### config.mk
export PLATFORM = sky130hd
export DESIGN_NAME = pci_burst_addr_trk
export DESIGN_NICKNAME = d
export VERILOG_FILES = /design/src/rtl/pbt_pkg.sv /design/src/rtl/pbt_cmd_decode.sv /design/src/rtl/pbt_order_class.sv /design/src/rtl/pbt_win_cmp.sv /design/src/rtl/pci_burst_addr_trk.sv
export SDC_FILE = /design/constraint.sdc
export NUM_CORES = 1
export LEC_CHECK = 0
export BUFFER_PORTS_ARGS = -buffer_cell sky130_fd_sc_hd__buf_4
export CORE_UTILIZATION = 28
export CTS_CLUSTER_DIAMETER = 200
export DETAILED_ROUTE_END_ITERATION = 10
export PLACE_DENSITY_LB_ADDON = 0.25
export SETUP_SLACK_MARGIN = 0.05
export SLEW_MARGIN = 30
export SYNTH_ARGS = -nofsm -noshare
export SYNTH_HDL_FRONTEND = slang
export SYNTH_SLANG_ARGS = --single-unit
### constraint.sdc
create_clock -name clk -period 6.7 [get_ports clk]
set_clock_uncertainty 0.2 [all_clocks]
set_input_delay 0.335 -clock clk [delete_from_list [all_inputs] [get_ports clk]]
set_output_delay 0.335 -clock clk [all_outputs]
set_load 0.01 [all_outputs]
### src/rtl/pbt_pkg.sv
package pbt_pkg;

    typedef enum logic [2:0] {
        KIND_OTHER   = 3'd0,
        KIND_IO      = 3'd1,
        KIND_MEM     = 3'd2,
        KIND_CFG     = 3'd3,
        KIND_SPECIAL = 3'd4
    } cmd_kind_t;

    localparam logic [1:0] ORD_LINEAR = 2'b00;

    localparam int CMD_W = 4;

endpackage

### src/rtl/pbt_cmd_decode.sv
module pbt_cmd_decode
    import pbt_pkg::*;
(
    input  logic [CMD_W-1:0] cmd_i,
    output cmd_kind_t        kind_o,
    output logic             is_mem_o
);

    always_comb begin
        unique case (cmd_i)
            4'h2, 4'h3:                   kind_o = KIND_IO;
            4'h6, 4'h7, 4'hC, 4'hE, 4'hF: kind_o = KIND_MEM;
            4'hA, 4'hB:                   kind_o = KIND_CFG;
            4'h1:                         kind_o = KIND_SPECIAL;
            default:                      kind_o = KIND_OTHER;
        endcase
    end

    assign is_mem_o = (kind_o == KIND_MEM);

endmodule

### src/rtl/pbt_order_class.sv
module pbt_order_class
    import pbt_pkg::*;
(
    input  logic [1:0] ord_i,
    input  logic       is_mem_i,
    output logic       linear_o,
    output logic       bad_o
);

    // Order bits only carry meaning for memory commands.
    assign linear_o = (ord_i == ORD_LINEAR);
    assign bad_o    = is_mem_i && !linear_o;

endmodule

### src/rtl/pbt_win_cmp.sv
module pbt_win_cmp #(
    parameter int DWA_W = 30
) (
    input  logic [DWA_W-1:0] dw_i,
    input  logic [DWA_W-1:0] base_dw_i,
    input  logic [DWA_W-1:0] size_dw_i,
    output logic             inside_o
);

    logic [DWA_W-1:0] offset;
    logic             at_or_above;

    always_comb begin
        at_or_above = (dw_i >= base_dw_i);
        offset      = dw_i - base_dw_i;
        inside_o    = at_or_above && (offset < size_dw_i);
    end

endmodule

### src/rtl/pci_burst_addr_trk.sv
module pci_burst_addr_trk
    import pbt_pkg::*;
#(
    parameter int AW = 32
) (
    input  logic              clk,
    input  logic              rst_n,
    input  logic [AW-1:0]     ad_i,
    input  logic [CMD_W-1:0]  cmd_i,
    input  logic              addr_phase_i,
    input  logic              xfer_i,
    input  logic              last_i,
    input  logic [AW-1:0]     win_base_i,
    input  logic [AW-1:0]     win_size_i,
    output logic              hit_o,
    output logic [AW-3:0]     dw_addr_o,
    output logic              bad_order_o
);

    localparam int DWA_W = AW - 2;
    localparam int N_CMP = 2;
    localparam int CMP_CAP = 0;
    localparam int CMP_NXT = 1;

    typedef struct packed {
        logic             active;
        logic             mem;
        logic             linear;
        logic             hit;
        logic             bad;
        logic [DWA_W-1:0] addr;
    } trk_state_t;

    trk_state_t st_d, st_q;

    cmd_kind_t        cmd_kind;
    logic             cmd_is_mem;
    logic             ord_linear;
    logic             ord_bad;
    logic [DWA_W-1:0] addr_nxt;
    logic [DWA_W-1:0] base_dw;
    logic [DWA_W-1:0] size_dw;
    logic [DWA_W-1:0] cmp_addr [N_CMP];
    logic [N_CMP-1:0] in_win;

    pbt_cmd_decode u_dec (
        .cmd_i    (cmd_i),
        .kind_o   (cmd_kind),
        .is_mem_o (cmd_is_mem)
    );

    pbt_order_class u_ord (
        .ord_i    (ad_i[1:0]),
        .is_mem_i (cmd_is_mem),
        .linear_o (ord_linear),
        .bad_o    (ord_bad)
    );

    assign base_dw  = win_base_i[AW-1:2];
    assign size_dw  = win_size_i[AW-1:2];
    assign addr_nxt = st_q.addr + DWA_W'(1);

    assign cmp_addr[CMP_CAP] = ad_i[AW-1:2];
    assign cmp_addr[CMP_NXT] = addr_nxt;

    for (genvar g = 0; g < N_CMP; g++) begin : g_cmp
        pbt_win_cmp #(.DWA_W(DWA_W)) u_cmp (
            .dw_i      (cmp_addr[g]),
            .base_dw_i (base_dw),
            .size_dw_i (size_dw),
            .inside_o  (in_win[g])
        );
    end

    always_comb begin
        st_d = st_q;
        if (addr_phase_i) begin
            st_d.active = 1'b1;
            st_d.addr   = ad_i[AW-1:2];
            st_d.mem    = cmd_is_mem;
            st_d.linear = ord_linear;
            st_d.hit    = cmd_is_mem && in_win[CMP_CAP];
            st_d.bad    = ord_bad;
        end else if (st_q.active && xfer_i) begin
            if (last_i) begin
                st_d.active = 1'b0;
                st_d.hit    = 1'b0;
                st_d.bad    = 1'b0;
            end else begin
                st_d.addr = addr_nxt;
                st_d.hit  = st_q.mem && st_q.linear && in_win[CMP_NXT];
            end
        end
    end

    always_ff @(posedge clk) begin
        if (!rst_n) begin
            st_q <= '0;
        end else begin
            st_q <= st_d;
        end
    end

    assign hit_o       = st_q.hit;
    assign dw_addr_o   = st_q.addr;
    assign bad_order_o = st_q.bad;

    logic unused_kind;
    assign unused_kind = ^cmd_kind;

endmodule

Word-level counts from Yosys, hierarchy flattened
Memories as Yosys holds them, arrays and structs flattened.
Index checks and enable logic that the tools add are counted.
{ "op_classes": {"mux": 7, "eq_ne": 2, "n_addsub": 3, "n_reduce_logical": 13, "n_lt_le_gt_ge": 4} }
{ "op_table": {"columns": ["op", "count"], "rows": [
  ["$mux W32", 2],
  ["$ge A30 B30 Y1", 2],
  ["$lt A30 B30 Y1", 2],
  ["$sub A30 B30 Y30", 2],
  ["$add A30 B1 Y30 const B", 1],
  ["$mux W30", 1],
  ["$logic_and A1 B1 Y1", 7],
  ["$mux W1", 4],
  ["$reduce_and A2 Y1", 2],
  ["$reduce_bool A2 Y1", 2],
  ["$eq A3 B2 Y1 const B", 1],
  ["$logic_not A2 Y1", 1],
  ["$ne A2 B2 Y1 const B", 1],
  ["$logic_not A1 Y1", 1]
]} }
{ "word_totals": {"rom_bits": 48, "wordCells": 36, "register_bits": 35, "n_memories": 1, "in_bits": 105} }
{ "memory_table": {"columns": ["memory", "words", "width", "read_ports", "rd_clocked_by_memory_dff", "write_ports", "line", "text"], "rows": [
  ["(no name shown)", 16, 3, 1, 0, 0, "pbt_cmd_decode.sv:10", "unique case (cmd_i)"]
]} }

Logic depth before layout (Yosys ltp)
{ "depth": {"depth_word": 8, "depth_mapped": 26, "ltp_nobuf": 25} }

Modules after synthesis
Synthesis repeated with hierarchy kept, for this count alone.
{ "hier_totals": {"cells_unflattened": 1047, "hier_area_um2": 7594.8} }
{ "modules_own_cells": {"columns": ["mod", "cells_per_inst", "instances", "area_per_inst_um2"], "rows": [
  ["pci_burst_addr_trk", 352, 1, 2736.4],
  ["pbt_win_cmp (g_cmp[1].u_cmp)", 355, 1, 2457.4],
  ["pbt_win_cmp (g_cmp[0].u_cmp)", 332, 1, 2342.2],
  ["pbt_cmd_decode", 6, 1, 47.5],
  ["pbt_order_class", 2, 1, 11.3]
]} }

Least setup slack after synthesis
OpenSTA, ideal clock, no wires.
{ "synth_path": {"path_type": "register to register", "from": "register st_q (netlist bit dw_addr_o[3])", "to": "register st_q (netlist bit hit_o)", "setup_ps": 79, "path_slack_ps": 2314, "period_less_slack_ps": 4386, "t_required_ps": 6421, "path_stages_with_launch": 27, "t_arrival_ps": 4107, "path_cell_list": "dfxtp_1 clkbuf_2 nand3_1 nor2_1 nand4_1 nor3_1 buf_2 nand3_1 xnor2_1 ha_1 clkbuf_1 a21oi_1 o21ai_0 nand2_1 a21oi_1 o21ai_0 nand2_1 a31oi_1 xnor2_1 ha_1 a21oi_1 o211ai_1 nor4b_1 o21ai_0 a21oi_1 o31ai_1 o211ai_1"} }
{ "synth_via": {"elab_chain_cells": 8, "elab_cells_between_ends": 9, "cone_classes": "2 x add/sub; 2 x order compare; 3 x mux; 2 x reduce/logical"} }
{ "synth_rtl": {"columns": ["item", "line", "text"], "rows": [
  ["start, declared", "pci_burst_addr_trk.sv:34", "trk_state_t st_d, st_q;"],
  ["start signal, assigned", "pci_burst_addr_trk.sv:100", "st_q <= st_d;"],
  ["$add A30 B1 Y30 *", "pci_burst_addr_trk.sv:61", "assign addr_nxt = st_q.addr + DWA_W'(1);"],
  ["$sub A30 B30 Y30", "pbt_win_cmp.sv:15", "offset = dw_i - base_dw_i;"],
  ["$lt A30 B30 Y1", "pbt_win_cmp.sv:16", "inside_o = at_or_above && (offset < size_dw_i);"],
  ["$logic_and A1 B1 Y1 *", "pbt_win_cmp.sv:16", null],
  ["$logic_and A1 B1 Y1 *", "pci_burst_addr_trk.sv:91", "st_d.hit = st_q.mem && st_q.linear && in_win[CMP_NXT];"],
  ["$mux W1 *", "pci_burst_addr_trk.sv:85", "if (last_i) begin"],
  ["$mux W32 *", "pci_burst_addr_trk.sv:84", "end else if (st_q.active && xfer_i) begin"],
  ["$mux W32 *", "pci_burst_addr_trk.sv:77", "if (addr_phase_i) begin"]
]} }
Mark *: on every way between the ends. The rest lies on a longest branch, timed or not. The select of a mux whose other input is x is not followed.
A chain may end at the register's enable or synchronous reset.

Worst setup path after layout
{ "layout_path": {"from": "register st_q (netlist bit dw_addr_o[0])", "to": "register st_q (netlist bit hit_o)"} }
The elaborated chain is that of the path after synthesis.

==> flow_summary.toml <==
[outcome]
outcome = "completed"

[timing]
relSlewSlack = 0.477
setup_viol = 0
whs_ns = 0.0832
tightestPinTransition_ns = 0.782
fin_crit_sh = 0.805
period_needed_ns = 5.39
final.setup.tns_ns = 0
max_freq_ghz = 0.185
slew_viol_final = 0
rsz0062_at_grt = "no"
timing_hold_violations_final = 0

[power]
p_leak_nw = 4.00
vdd_drop_max_uv = 70.0
p_comb_frac = 0.571
cellPowerDensity_nw_per_um2 = 137
clock_power_share = 0.211
p_sw_frac = 0.413
p_switching_mw = 0.460
p_seq_frac = 0.218
p_int_mw = 0.654
power_mw = 1.11

[run]
cap_violations = 0

[logic_synthesis]
syn_nets = 1172
synthDistinctLibCells = 58
synth.most_common_cell = "ha_1"
async_flop_share = 0
postSynthCellCount = 945
synth_top_cell_by_area = "ha_1"
netlist_top_cells_count = "ha_1 (120), nand2_1 (86), inv_1 (77)"
synth_edf_count = 0
yosys_warnings = 0
synth_top_area_frac = 0.218
syn_area_um2 = 6890
synth_area_leaders = "ha_1 (22%), dfxtp_1 (10%), xnor2_1 (7.8%)"
synth_flop_cell = "dfxtp_1"
ys_ff_latch = 35
seq_area_frac_synth = 0.102
avgSynthCellArea_um2 = 7.29

[route]
highest-signal-layer = "met4"
ant_nets = 0
wl_um = 22300
wl_met2_um = 9660
vias_per_cell = 5.00
post-route-drc-count = 0
met1Wirelength_um = 11100
routed-wl-met3_um = 1140
drt-initial-drc-count = 372
num_vias = 6765
wl_per_cell_um = 16.5
first_pass_iters = 4

[cells_and_area]
diodes = 0
final_cell_count_no_fill = 1352
post-route-util = 0.334
area_growth_pct = 17.7
fin_nets = 1255
fillers = 2672
drive_above_1_share = 0.146

[cts]
insertion_delay_ns = 0.28
hold_buffers = 0
cts_buffers = 5
post_cts_buffers = 0
h-tree-depth = 2
clk_pin_slew_worst_paths_ns = 0.06
cts_resized = 0
clk_path_buf_depth = 2
root_buffer = "clkbuf_16"
cts_tree = "yes"
cts.sinks = 35

[grt]
grt_usage = 0.175
gr-total-overflow = 0
grt_pass1_wl_um = 35000
grt_max_degree = 48
antenna_found_initial = 0
grt_pass1_vias = 6484

[floorplan]
die_h_um = 159
boundaryPins = 137
coreArea_um2 = 24200
dieArea_um2 = 25200
rows = 57
dieWidth_um = 159
start_util = 0.284

[critical_path]
critPathLaunchType = "flip-flop"
crit_type = "flip-flop to flip-flop"
crit_fanout = 7
critPathCaptureType = "flip-flop"
arrival_ns = 5.40
reg2reg_depth = 21
critPathRequiredTime_ns = 6.71

[placement]
dp.cells = 1345
routabilityCongestion = 0.891
portBuffers = 132
hpwl_um = 19100

[min_path]
holdCritPathClass = "input pin to flip-flop"
whs_path_depth = 2
metrics by stage:
step           cell area, um2  setup slack [ns]
2_1_floorplan            6890              2.31
3_3_place_gp             7970              1.37
3_5_place_dp             7970              1.30
4_1_cts                  8110              1.33
5_1_grt                  8110             0.820
6_report                 8110              1.31
flip-flops by register name, indices dropped and copies added, names as in the netlist:
name,count
hit_o,1
st_q,3
dw_addr_o,30
bad_order_o,1
metal layers:
| metal | vias to the layer above | track usage |
|---|---|---|
| met2 | 165 | 0.275 |
| met4 | 0 | 0.0459 |
| met1 | 3088 | 0.249 |
| li1 | 3488 | - |
| met5 | - | 0 |
| met3 | 24 | 0.0212 |
cell type report:
type / count / area, um2 / area share
clock inverter: 1 / 5.00 / 0.000617
clock buffer: 6 / 139 / 0.0171
sequential: 35 / 701 / 0.0864
timing repair buffer: 134 / 1010 / 0.124
multi-input combinational: 775 / 5570 / 0.686
tap: 324 / 405 / 0.0500
inverter: 77 / 289 / 0.0356
logic make-up (layout without fill, tap and decap cells):
logic type               Yosys count  count (layout)  synth area share
buffers and inverters            135             218            0.0906
flip-flops                        35              35             0.102
adder cells (fa/ha/maj)          122             122             0.224
multiplexers                       3               3           0.00436
AO/OA/AOI/OAI                    254             254             0.236
XOR/XNOR                         108             108             0.137
AND/OR/NAND/NOR                  288             288             0.206
layout by cell type, fill, tap and decap left out, drive strengths merged, types with 8 or more instances in the layout:
master,instances
nand4,20
inv,77
nand2,86
o211ai,9
and3,20
dfxtp,35
and2,20
a21oi,76
a31oi,14
buf,134
nand3,33
a21o,34
a211oi,13
o21ai,55
ha,120
nor2b,9
xnor2,61
nand2b,8
nor3,15
nor2,55
xor2,47
o21bai,10
critical path, stage by stage, from the launching register on:
cell	delay [ns]
dfxtp_1	0.48
ha_1	0.20
nand4_1	0.16
inv_1	0.16
and3_1	0.22
nor3b_2	0.45
xor2_1	0.17
ha_1	0.44
nand2_1	0.09
or3_1	0.39
o2111ai_2	0.27
and4_1	0.25
o22ai_1	0.09
xnor2_1	0.14
ha_1	0.19
nor4b_1	0.31
o211ai_1	0.14
nor4b_1	0.41
o21ai_0	0.16
a21oi_1	0.14
o31ai_1	0.10
o211ai_1	0.16
power groups by stage:
stage	Clock, mW	Sequential [mW]	Combinational [mW]
global placement	0	0.247	0.631
detailed placement	0	0.247	0.635
CTS	0.244	0.243	0.639
floorplan	0	0.238	0.458
finish	0.235	0.243	0.637
global route	0.254	0.245	0.722
worst paths after layout:
| path | from | end | slack (ns) |
|---|---|---|---|
| worst max-delay path | dw_addr_o[0] | hit_o | 1.31 |
| worst min-delay path | ad_i[2] | dw_addr_o[0] | 0.08 |
| worst max register to register | dw_addr_o[0] | hit_o | 1.31 |
| worst min register to register | st_q[33] | st_q[33] | 0.28 |
No activity file was read; power rests on OpenSTA's default activity.
